### src/rtl/dispatch_pkg.sv
package dispatch_pkg;

  // index width that stays legal for a single port
  function automatic int idx_width(input int count);
    return (count > 1) ? $clog2(count) : 1;
  endfunction

  // counter width able to hold last job plus one full stride
  function automatic int cnt_width(input int job_w, input int count);
    return $clog2((1 << job_w) + count);
  endfunction

endpackage

### src/rtl/dispatch_rr_arbiter.sv
module dispatch_rr_arbiter #(
  parameter int NPROC  = 4,
  parameter int PIDX_W = 2
) (
  input  logic              clk,
  input  logic              rst,
  input  logic [NPROC-1:0]  req,
  output logic [NPROC-1:0]  gnt,
  output logic [PIDX_W-1:0] gnt_idx,
  output logic              any
);

  logic [PIDX_W-1:0] ptr_q;

  always_comb begin
    int cand;
    gnt     = '0;
    gnt_idx = '0;
    any     = 1'b0;
    cand    = 0;
    for (int i = 0; i < NPROC; i++) begin
      cand = int'(ptr_q) + i;
      if (cand >= NPROC) cand = cand - NPROC;
      if (!any && req[cand]) begin
        any       = 1'b1;
        gnt[cand] = 1'b1;
        gnt_idx   = PIDX_W'(cand);
      end
    end
  end

  always_ff @(posedge clk) begin
    if (rst) begin
      ptr_q <= '0;
    end else if (any) begin
      if (int'(gnt_idx) == NPROC - 1) ptr_q <= '0;
      else                            ptr_q <= gnt_idx + PIDX_W'(1);
    end
  end

  assert_one_grant_R5: assert property (@(posedge clk) disable iff (rst)
    $onehot0(gnt));
  assert_grant_to_requester_R5: assert property (@(posedge clk) disable iff (rst)
    (gnt & ~req) == '0);
  assert_work_conserving_R5: assert property (@(posedge clk) disable iff (rst)
    (|req) |-> (|gnt));

  generate
    for (genvar p = 0; p < NPROC; p++) begin : g_yield
      assert_rr_yield_R6: assert property (@(posedge clk) disable iff (rst)
        gnt[p] |=> !(gnt[p] && ((req & ~(NPROC'(1) << p)) != '0)));
    end
  endgenerate

endmodule

### src/rtl/dispatch_job_source.sv
module dispatch_job_source
  import dispatch_pkg::*;
#(
  parameter int NPROC      = 4,
  parameter int JOB_W      = 6,
  parameter int PIDX_W     = 2,
  parameter int DEF_LAST   = 20,
  parameter bit DEF_STATIC = 1'b0
) (
  input  logic              clk,
  input  logic              rst,
  input  logic              load,
  input  logic [JOB_W-1:0]  load_last,
  input  logic              load_static,
  input  logic              take,
  input  logic [PIDX_W-1:0] take_idx,
  output logic [JOB_W-1:0]  job,
  output logic              done,
  output logic              mode_static
);

  localparam int CNT_W = cnt_width(JOB_W, NPROC);

  logic [JOB_W-1:0] last_q;
  logic             static_q;
  logic [CNT_W-1:0] cnt_q;
  logic [NPROC-1:0] first_q;
  logic [CNT_W-1:0] nxt_q [NPROC];
  logic [CNT_W-1:0] cand;

  always_comb begin
    if (static_q)               cand = nxt_q[take_idx];
    else if (first_q[take_idx]) cand = cnt_q;
    else                        cand = CNT_W'(take_idx);
    done = cand > CNT_W'(last_q);
    job  = done ? '0 : cand[JOB_W-1:0];
  end

  assign mode_static = static_q;

  always_ff @(posedge clk) begin
    if (rst || load) begin
      last_q   <= rst ? JOB_W'(DEF_LAST) : load_last;
      static_q <= rst ? DEF_STATIC : load_static;
      cnt_q    <= CNT_W'(NPROC);
      first_q  <= '0;
      for (int p = 0; p < NPROC; p++) nxt_q[p] <= CNT_W'(p);
    end else if (take) begin
      first_q[take_idx] <= 1'b1;
      if (!done) begin
        if (static_q)               nxt_q[take_idx] <= nxt_q[take_idx] + CNT_W'(NPROC);
        else if (first_q[take_idx]) cnt_q <= cnt_q + CNT_W'(1);
      end
    end
  end

  assert_counter_step_R2: assert property (@(posedge clk) disable iff (rst)
    (take && !load && !static_q && first_q[take_idx] && !done) |=> cnt_q == $past(cnt_q) + CNT_W'(1));
  assert_done_sticky_R3: assert property (@(posedge clk) disable iff (rst)
    (!load && cnt_q > CNT_W'(last_q)) |=> $stable(cnt_q));

endmodule

### src/rtl/job_dispatcher.sv
module job_dispatcher
  import dispatch_pkg::*;
#(
  parameter int NPROC      = 4,
  parameter int MAX_JOB    = 63,
  parameter int DEF_LAST   = 20,
  parameter bit DEF_STATIC = 1'b0,
  localparam int JOB_W     = $clog2(MAX_JOB + 1)
) (
  input  logic             clk,
  input  logic             rst,
  input  logic             start,
  input  logic [JOB_W-1:0] cfg_last,
  input  logic             cfg_static,
  input  logic [NPROC-1:0] req_valid,
  output logic [NPROC-1:0] req_ready,
  output logic [NPROC-1:0] rsp_valid,
  output logic [JOB_W-1:0] rsp_job,
  output logic             rsp_done
);

  localparam int PIDX_W = idx_width(NPROC);

  logic [NPROC-1:0]  gnt;
  logic [PIDX_W-1:0] gnt_idx;
  logic              any_gnt;
  logic [JOB_W-1:0]  src_job;
  logic              src_done;
  logic              src_static;
  logic              load;
  logic [PIDX_W-1:0] rsp_idx_q;

  assign load = start && (req_valid == '0);

  dispatch_rr_arbiter #(.NPROC(NPROC), .PIDX_W(PIDX_W)) u_arb (
    .clk     (clk),
    .rst     (rst),
    .req     (req_valid),
    .gnt     (gnt),
    .gnt_idx (gnt_idx),
    .any     (any_gnt)
  );

  dispatch_job_source #(
    .NPROC(NPROC), .JOB_W(JOB_W), .PIDX_W(PIDX_W),
    .DEF_LAST(DEF_LAST), .DEF_STATIC(DEF_STATIC)
  ) u_src (
    .clk         (clk),
    .rst         (rst),
    .load        (load),
    .load_last   (cfg_last),
    .load_static (cfg_static),
    .take        (any_gnt),
    .take_idx    (gnt_idx),
    .job         (src_job),
    .done        (src_done),
    .mode_static (src_static)
  );

  assign req_ready = gnt;

  always_ff @(posedge clk) begin
    if (rst) begin
      rsp_valid <= '0;
      rsp_job   <= '0;
      rsp_done  <= 1'b0;
      rsp_idx_q <= '0;
    end else begin
      rsp_valid <= req_valid & gnt;
      rsp_job   <= any_gnt ? src_job : '0;
      rsp_done  <= any_gnt && src_done;
      rsp_idx_q <= gnt_idx;
    end
  end

  assert_rsp_follows_handshake_R7: assert property (@(posedge clk) disable iff (rst)
    (|(req_valid & req_ready)) |=> rsp_valid == $past(req_valid & req_ready));
  assert_no_spurious_rsp_R7: assert property (@(posedge clk) disable iff (rst)
    ((req_valid & req_ready) == '0) |=> rsp_valid == '0);
  assert_static_owner_R4: assert property (@(posedge clk) disable iff (rst)
    (|rsp_valid && !rsp_done && src_static && !$past(load))
      |-> (int'(rsp_job) % NPROC) == int'(rsp_idx_q));

endmodule

### config.mk
export PLATFORM = sky130hd
export DESIGN_NAME = job_dispatcher
export DESIGN_NICKNAME = d
export VERILOG_FILES = /design/src/rtl/dispatch_pkg.sv /design/src/rtl/dispatch_rr_arbiter.sv /design/src/rtl/dispatch_job_source.sv /design/src/rtl/job_dispatcher.sv
export SDC_FILE = /design/constraint.sdc
export NUM_CORES = 1
export LEC_CHECK = 0
export ABC_AREA = 1
export BUFFER_PORTS_ARGS = -buffer_cell sky130_fd_sc_hd__buf_2
export CAP_MARGIN = 5
export CORE_ASPECT_RATIO = 1.4
export CORE_UTILIZATION = 50
export DETAILED_ROUTE_END_ITERATION = 10
export PLACE_DENSITY = 0.69
export SETUP_SLACK_MARGIN = 0.5
export SYNTH_ARGS = -nofsm -noshare
export SYNTH_HDL_FRONTEND = slang
export SYNTH_SLANG_ARGS = --single-unit
### constraint.sdc
create_clock -name clk -period 11.25 [get_ports clk]
set_clock_uncertainty 0.05 [all_clocks]
set_input_delay 2.25 -clock clk [delete_from_list [all_inputs] [get_ports clk]]
set_output_delay 2.25 -clock clk [all_outputs]
set_load 0.05 [all_outputs]
After elaboration in Yosys (flattened, before gate mapping)
Memory sizes are Yosys's and may differ from the RTL's. Index checks and enable logic that the tools add are counted.

Flip-flop bits (word level): 31. Latch bits: 0. RAM bits: 28. ROM bits: 0. Logic and storage cells: 114. Memories kept: 1.

Memory list: u_src.nxt_q (depth 4, bits a word 7, read ports 1, clocked after Yosys merged registers in 0, write ports 4, line dispatch_job_source.sv:28) `logic [CNT_W-1:0] nxt_q [NPROC];`.

$add $sub $neg: 10. Multipliers: 0. Divide/modulo/power cells: 0. Order comparisons: 15. Eq/ne operators: 1. Shift operators: 0. Mux-type cells: 53. Bitwise operators: 8. Reductions and logical operators: 18.

Operator list (number): greater-or-equal comparator 32 x 1 -> 1 bit (second input constant) (4); < comparator 32 x 4 -> 1 bit (second input constant) (4); 2-to-1 mux 32 bit (4); greater-or-equal comparator 32 x 4 -> 1 bit (second input constant) (3); subtractor 32 x 4 -> 32 bit (second input constant) (3); 2-to-1 mux 1 bit (26); 2-to-1 mux 7 bit (3); 2-to-1 mux 4 bit (4); bitwise OR 4 bit (4); 2-to-1 mux 2 bit (6); binary-select mux 1 bit (select 2 bit) (5); demux 1 bit (select 2 bit) (5); logical AND 1 bit (10); adder 7 x 1 -> 7 bit (second input constant) (1); adder 7 x 3 -> 7 bit (second input constant) (1); > comparator 7 x 6 -> 1 bit (1); OR reduction 7 bit (1); adder 2 x 2 -> 3 bit (second input constant) (2); AND 4 bit (1); logical NOT 4 bit (1); AND reduction 4 bit (1); subtractor 2 x 3 -> 4 bit (second input constant) (1); adder 2 x 1 -> 3 bit (second input constant) (1); greater-or-equal comparator 2 x 3 -> 1 bit (second input constant) (1); other kinds (8) (12).

Depth between registers and ports, before layout
Depth after elaboration: 26. Mapped depth: 28. Depth with buffers taken out: 26.

Hierarchy
A second synthesis with hierarchy kept.

Cells, all modules: 415. Area, all modules: 3303.2 sq um.

Modules (own cells, without submodules): dispatch_job_source (instances 1, cells an instance 283, area an instance 2391.0 sq um, sequential area each 1271.2 sq um); dispatch_rr_arbiter (instances 1, cells an instance 91, area an instance 576.8 sq um, sequential area each 40.0 sq um); job_dispatcher (instances 1, cells an instance 41, area an instance 335.3 sq um, sequential area each 220.2 sq um).

Worst setup path after synthesis
Ideal clock, no wire load.

Path kind: input -> output. Start: input req_valid[2]. End: output req_ready[0]. Arrival time: 3978 ps. Required time: 8950 ps. Slack: 4972 ps. Stages on the path: 7. Buffers on the path: 0. Cell sequence: inv_1 -> nand2_1 -> nand3_1 -> nand2_4 -> nor2_4 -> nand3_2 -> o21ai_0.

Cells in the longest elaborated chain, start to end: 13.

Ends and longest elaborated chain: from (decl) (line job_dispatcher.sv:15) `input logic [NPROC-1:0] req_valid,`; binary-select mux 1 bit (select 2 bit) (line dispatch_rr_arbiter.sv:24) `if (!any && req[cand]) begin`; 2-to-1 mux 1 bit (implied by the code) (2 in a row) (line dispatch_rr_arbiter.sv:24); 2-to-1 mux 1 bit (line dispatch_rr_arbiter.sv:24); logical NOT 1 bit (line dispatch_rr_arbiter.sv:24); logical AND 1 bit (line dispatch_rr_arbiter.sv:24); 2-to-1 mux 1 bit (line dispatch_rr_arbiter.sv:24); logical NOT 1 bit (line dispatch_rr_arbiter.sv:24); logical AND 1 bit (line dispatch_rr_arbiter.sv:24); 2-to-1 mux 1 bit (line dispatch_rr_arbiter.sv:24); logical NOT 1 bit (line dispatch_rr_arbiter.sv:24); logical AND 1 bit (line dispatch_rr_arbiter.sv:24); 2-to-1 mux 4 bit (*) (line dispatch_rr_arbiter.sv:24); to (decl) (line job_dispatcher.sv:16) `output logic [NPROC-1:0] req_ready,`.

Every way passes the cells marked *; elsewhere a longest branch is shown, timed or not. The select of a mux whose other input is x is not followed.

Final worst setup path
Start: input req_valid[1]. End: output req_ready[1].

Same word-level chain as after synthesis.

==> results.json <==
{
  "ys.flop_type": "edfxtp_1",
  "cts_hold_buf": 0,
  "finalMaxSlewViolations": 0,
  "ant_nets": 0,
  "violations": "DRC",
  "ys_seq_elements": 59,
  "grt_pass1_vias": 2599,
  "die_h_um": 99.2,
  "area_delta_synth_final_pct": 10.9,
  "clkTransAtPathRegs_ps": 70,
  "period_minus_slack_ps": 6050,
  "cts_buffer_depth": 2,
  "routed_wl_um": 7360,
  "critical_path.max_stage_delay_ps": 320,
  "critical_path_class": "input pin to output port",
  "nNetsFinal": 462,
  "tightest_slew_ps": 493,
  "place_ws_ps": 5050,
  "wl_per_cell_um": 14.4,
  "crit_chain": "buf_2 > inv_1 > nand2_1 > nand3_2 > nand2_4 > nor2_4 > inv_1 > nor2_1 > nand2_1 > o211ai_1 > buf_2",
  "grt_max_degree": 21,
  "cts_setup_buffers": 0,
  "synth_fp_nets": 429,
  "fmaxAchievable_mhz": 165,
  "place_congestion": 0.909,
  "holdWs_ps": 427,
  "grt_use_total_pct": 22.7,
  "antennaDiodeCount": 0,
  "dr_wl_met2_um": 3870,
  "synth_edf_count": 35,
  "top_layer_used": "met4",
  "io_buffers": 28,
  "drive_gt1_share_pct": 20.8,
  "antenna_found_initial": 0,
  "drt-met1-wl_um": 2970,
  "yosysSeqAreaShare_pct": 45.4,
  "ys_warn_count": 0,
  "rsz0062_at_grt": "false",
  "met3_wirelength_um": 335,
  "synth_area_sq_um": 3370,
  "fin_ws_ps": 5200,
  "hpwlAfterDp_um": 5550,
  "finalCritPeriodShare_pct": 53.8,
  "worstPathArrival_ps": 3750,
  "insertion_delay_ps": 350,
  "hold_viol_final": 0,
  "slew_headroom_pct": 67.1,
  "dieWidth_um": 71.4,
  "cpMaxStageDelayCell": "buf_2",
  "ctsResizeCount": 0,
  "synth_async_sr_flop_share_pct": 0,
  "outcome": "complete, but fails checks",
  "fin_tns_setup_ps": 0,
  "crit_required_ps": 8950,
  "syn_area_per_cell_sq_um": 8.45,
  "dr_total_vias": 2710,
  "first_iter_violations": 188,
  "initial_utilization_pct": 51.3,
  "cts_tree": "done",
  "cts_sinks": 59,
  "cts_root_buf": "clkbuf_8",
  "fillers": 607,
  "rows": 35,
  "coreArea_sq_um": 6570,
  "numCtsBuffers": 9,
  "firstDrtPassIters": 8,
  "drc": 7,
  "io_pins": 29,
  "worstHoldPathType": "flop to flop",
  "cp-start-kind": "input pin",
  "path_max_fanout": 5,
  "synthCells": 399,
  "viasPerCell": 5.30,
  "dieArea_sq_um": 7080,
  "setup_violations": 0,
  "cp-end-kind": "output port",
  "cts.htree.levels": 3,
  "drv_cap": 0,
  "grt_first_pass_wirelength_um": 12000,
  "ys_types": 37,
  "gr-total-overflow": 0
}
-- cells in the final DEF, fill, tap and decap left out, types with 2 or more instances in the layout --
cell      count
buf_2        28
a21oi_1      18
inv_2         6
nor2_2        8
a22oi_1       2
edfxtp_1     35
nand2_2       7
nand2_1      91
dfxtp_1      24
o211ai_1      3
clkinv_2      3
clkbuf_8     10
xor2_2        2
nand2_4       5
inv_1        49
xor2_1        5
nand3_2       6
nor2_4        3
ha_1         16
nand3_1      32
o22ai_1       3
o21ai_0      14
nand4_1       5
nand3b_1      2
nand4_2       2
or2_2         2
inv_4         2
nor2_1       41
-- cells in the mapped netlist, types with 2 or more instances --
| library cell | count | area, sq um |
|---|---|---|
| dfxtp_1 | 24 | 480 |
| nand3_1 | 32 | 160 |
| a21oi_1 | 18 | 90.1 |
| edfxtp_1 | 35 | 1050 |
| inv_1 | 49 | 184 |
| buf_4 | 2 | 15.0 |
| nand2_2 | 7 | 43.8 |
| nand3_2 | 6 | 60.1 |
| ha_1 | 16 | 200 |
| nor2_1 | 41 | 154 |
| nand4_1 | 5 | 31.3 |
| inv_4 | 2 | 12.5 |
| nor2_2 | 8 | 50.1 |
| buf_6 | 2 | 22.5 |
| nand2_4 | 5 | 56.3 |
| nor2_4 | 3 | 33.8 |
| clkbuf_1 | 2 | 7.51 |
| nand2_1 | 91 | 342 |
| o22ai_1 | 3 | 18.8 |
| inv_2 | 6 | 22.5 |
| xor2_2 | 2 | 32.5 |
| o21ai_0 | 15 | 75.1 |
| nand4_2 | 2 | 25.0 |
| nand3b_1 | 2 | 15.0 |
| xor2_1 | 5 | 43.8 |
| or2_2 | 2 | 12.5 |
| o211ai_1 | 3 | 22.5 |
| a22oi_1 | 2 | 15.0 |
-- registers in the layout, indices dropped and copies added (netlist names) --
name and flops:
u_src.first_q 4, u_src.cnt_q 7, rsp_valid 4, u_arb.ptr_q 2, u_src.mode_static 1, rsp_done 1
rsp_job 6, u_src.last_q 6, u_src.nxt_q 28
-- kinds of logic (layout without fill, tap and decap cells) --
family / after synthesis / in the layout / synth area share (%)
AO/OA/AOI/OAI: 45 / 45 / 7.53
XOR/XNOR: 8 / 8 / 2.52
adder cells (fa/ha/maj): 16 / 16 / 5.94
buffers and inverters: 64 / 102 / 8.27
flip-flops: 59 / 59 / 45.4
AND/OR/NAND/NOR: 207 / 207 / 30.3
-- through the flow --
step / instance area (sq um) / utilization, % / instances
5_1_grt: 3740 / 57.0 / 511
6_report: 3740 / 57.0 / 511
3_3_place_gp: 3550 / 54.1 / 495
4_1_cts: 3740 / 57.0 / 511
2_1_floorplan: 3370 / - / 399
3_5_place_dp: 3550 / 54.1 / 495
-- layer usage --
| layer | vias up | track usage (%) |
|---|---|---|
| met5 | - | 0 |
| met4 | 0 | 11.8 |
| met2 | 78 | 40.4 |
| li1 | 1371 | - |
| met1 | 1241 | 25.3 |
| met3 | 20 | 4.26 |
-- critical path: cells and delay by family --
family | cells | cell delay (ps)
compound gates | 1 | 150
buf+inv | 4 | 590
simple gates | 6 | 770
-- cell type report --
class	instances	area, sq um	area share, %
inverter	57	219	5.85
clock buffer	12	166	4.45
multi-input combinational	276	1560	41.7
clock inverter	4	22.5	0.602
tap	74	92.6	2.47
timing repair buffer	29	148	3.95
sequential	59	1530	40.9
-- path summary, 6_finish.rpt --
path	start	to	slack, ps	cells after the start
hold reg to reg	u_src.first_q[3]$_SDFFE_PP0N_	u_src.first_q[3]$_SDFFE_PP0N_	430	2
setup / recovery	req_valid[1]	req_ready[1]	5200	11
setup reg to reg	u_arb.ptr_q[0]$_SDFFE_PP0N_	u_src.nxt_q[2][0]$_SDFFCE_PN0P_	6330	23
hold / removal	u_src.first_q[3]$_SDFFE_PP0N_	u_src.first_q[3]$_SDFFE_PP0N_	430	2
Power is not shown: default switching activity piles up to over one toggle a cycle in this logic, so the estimate is an artifact.
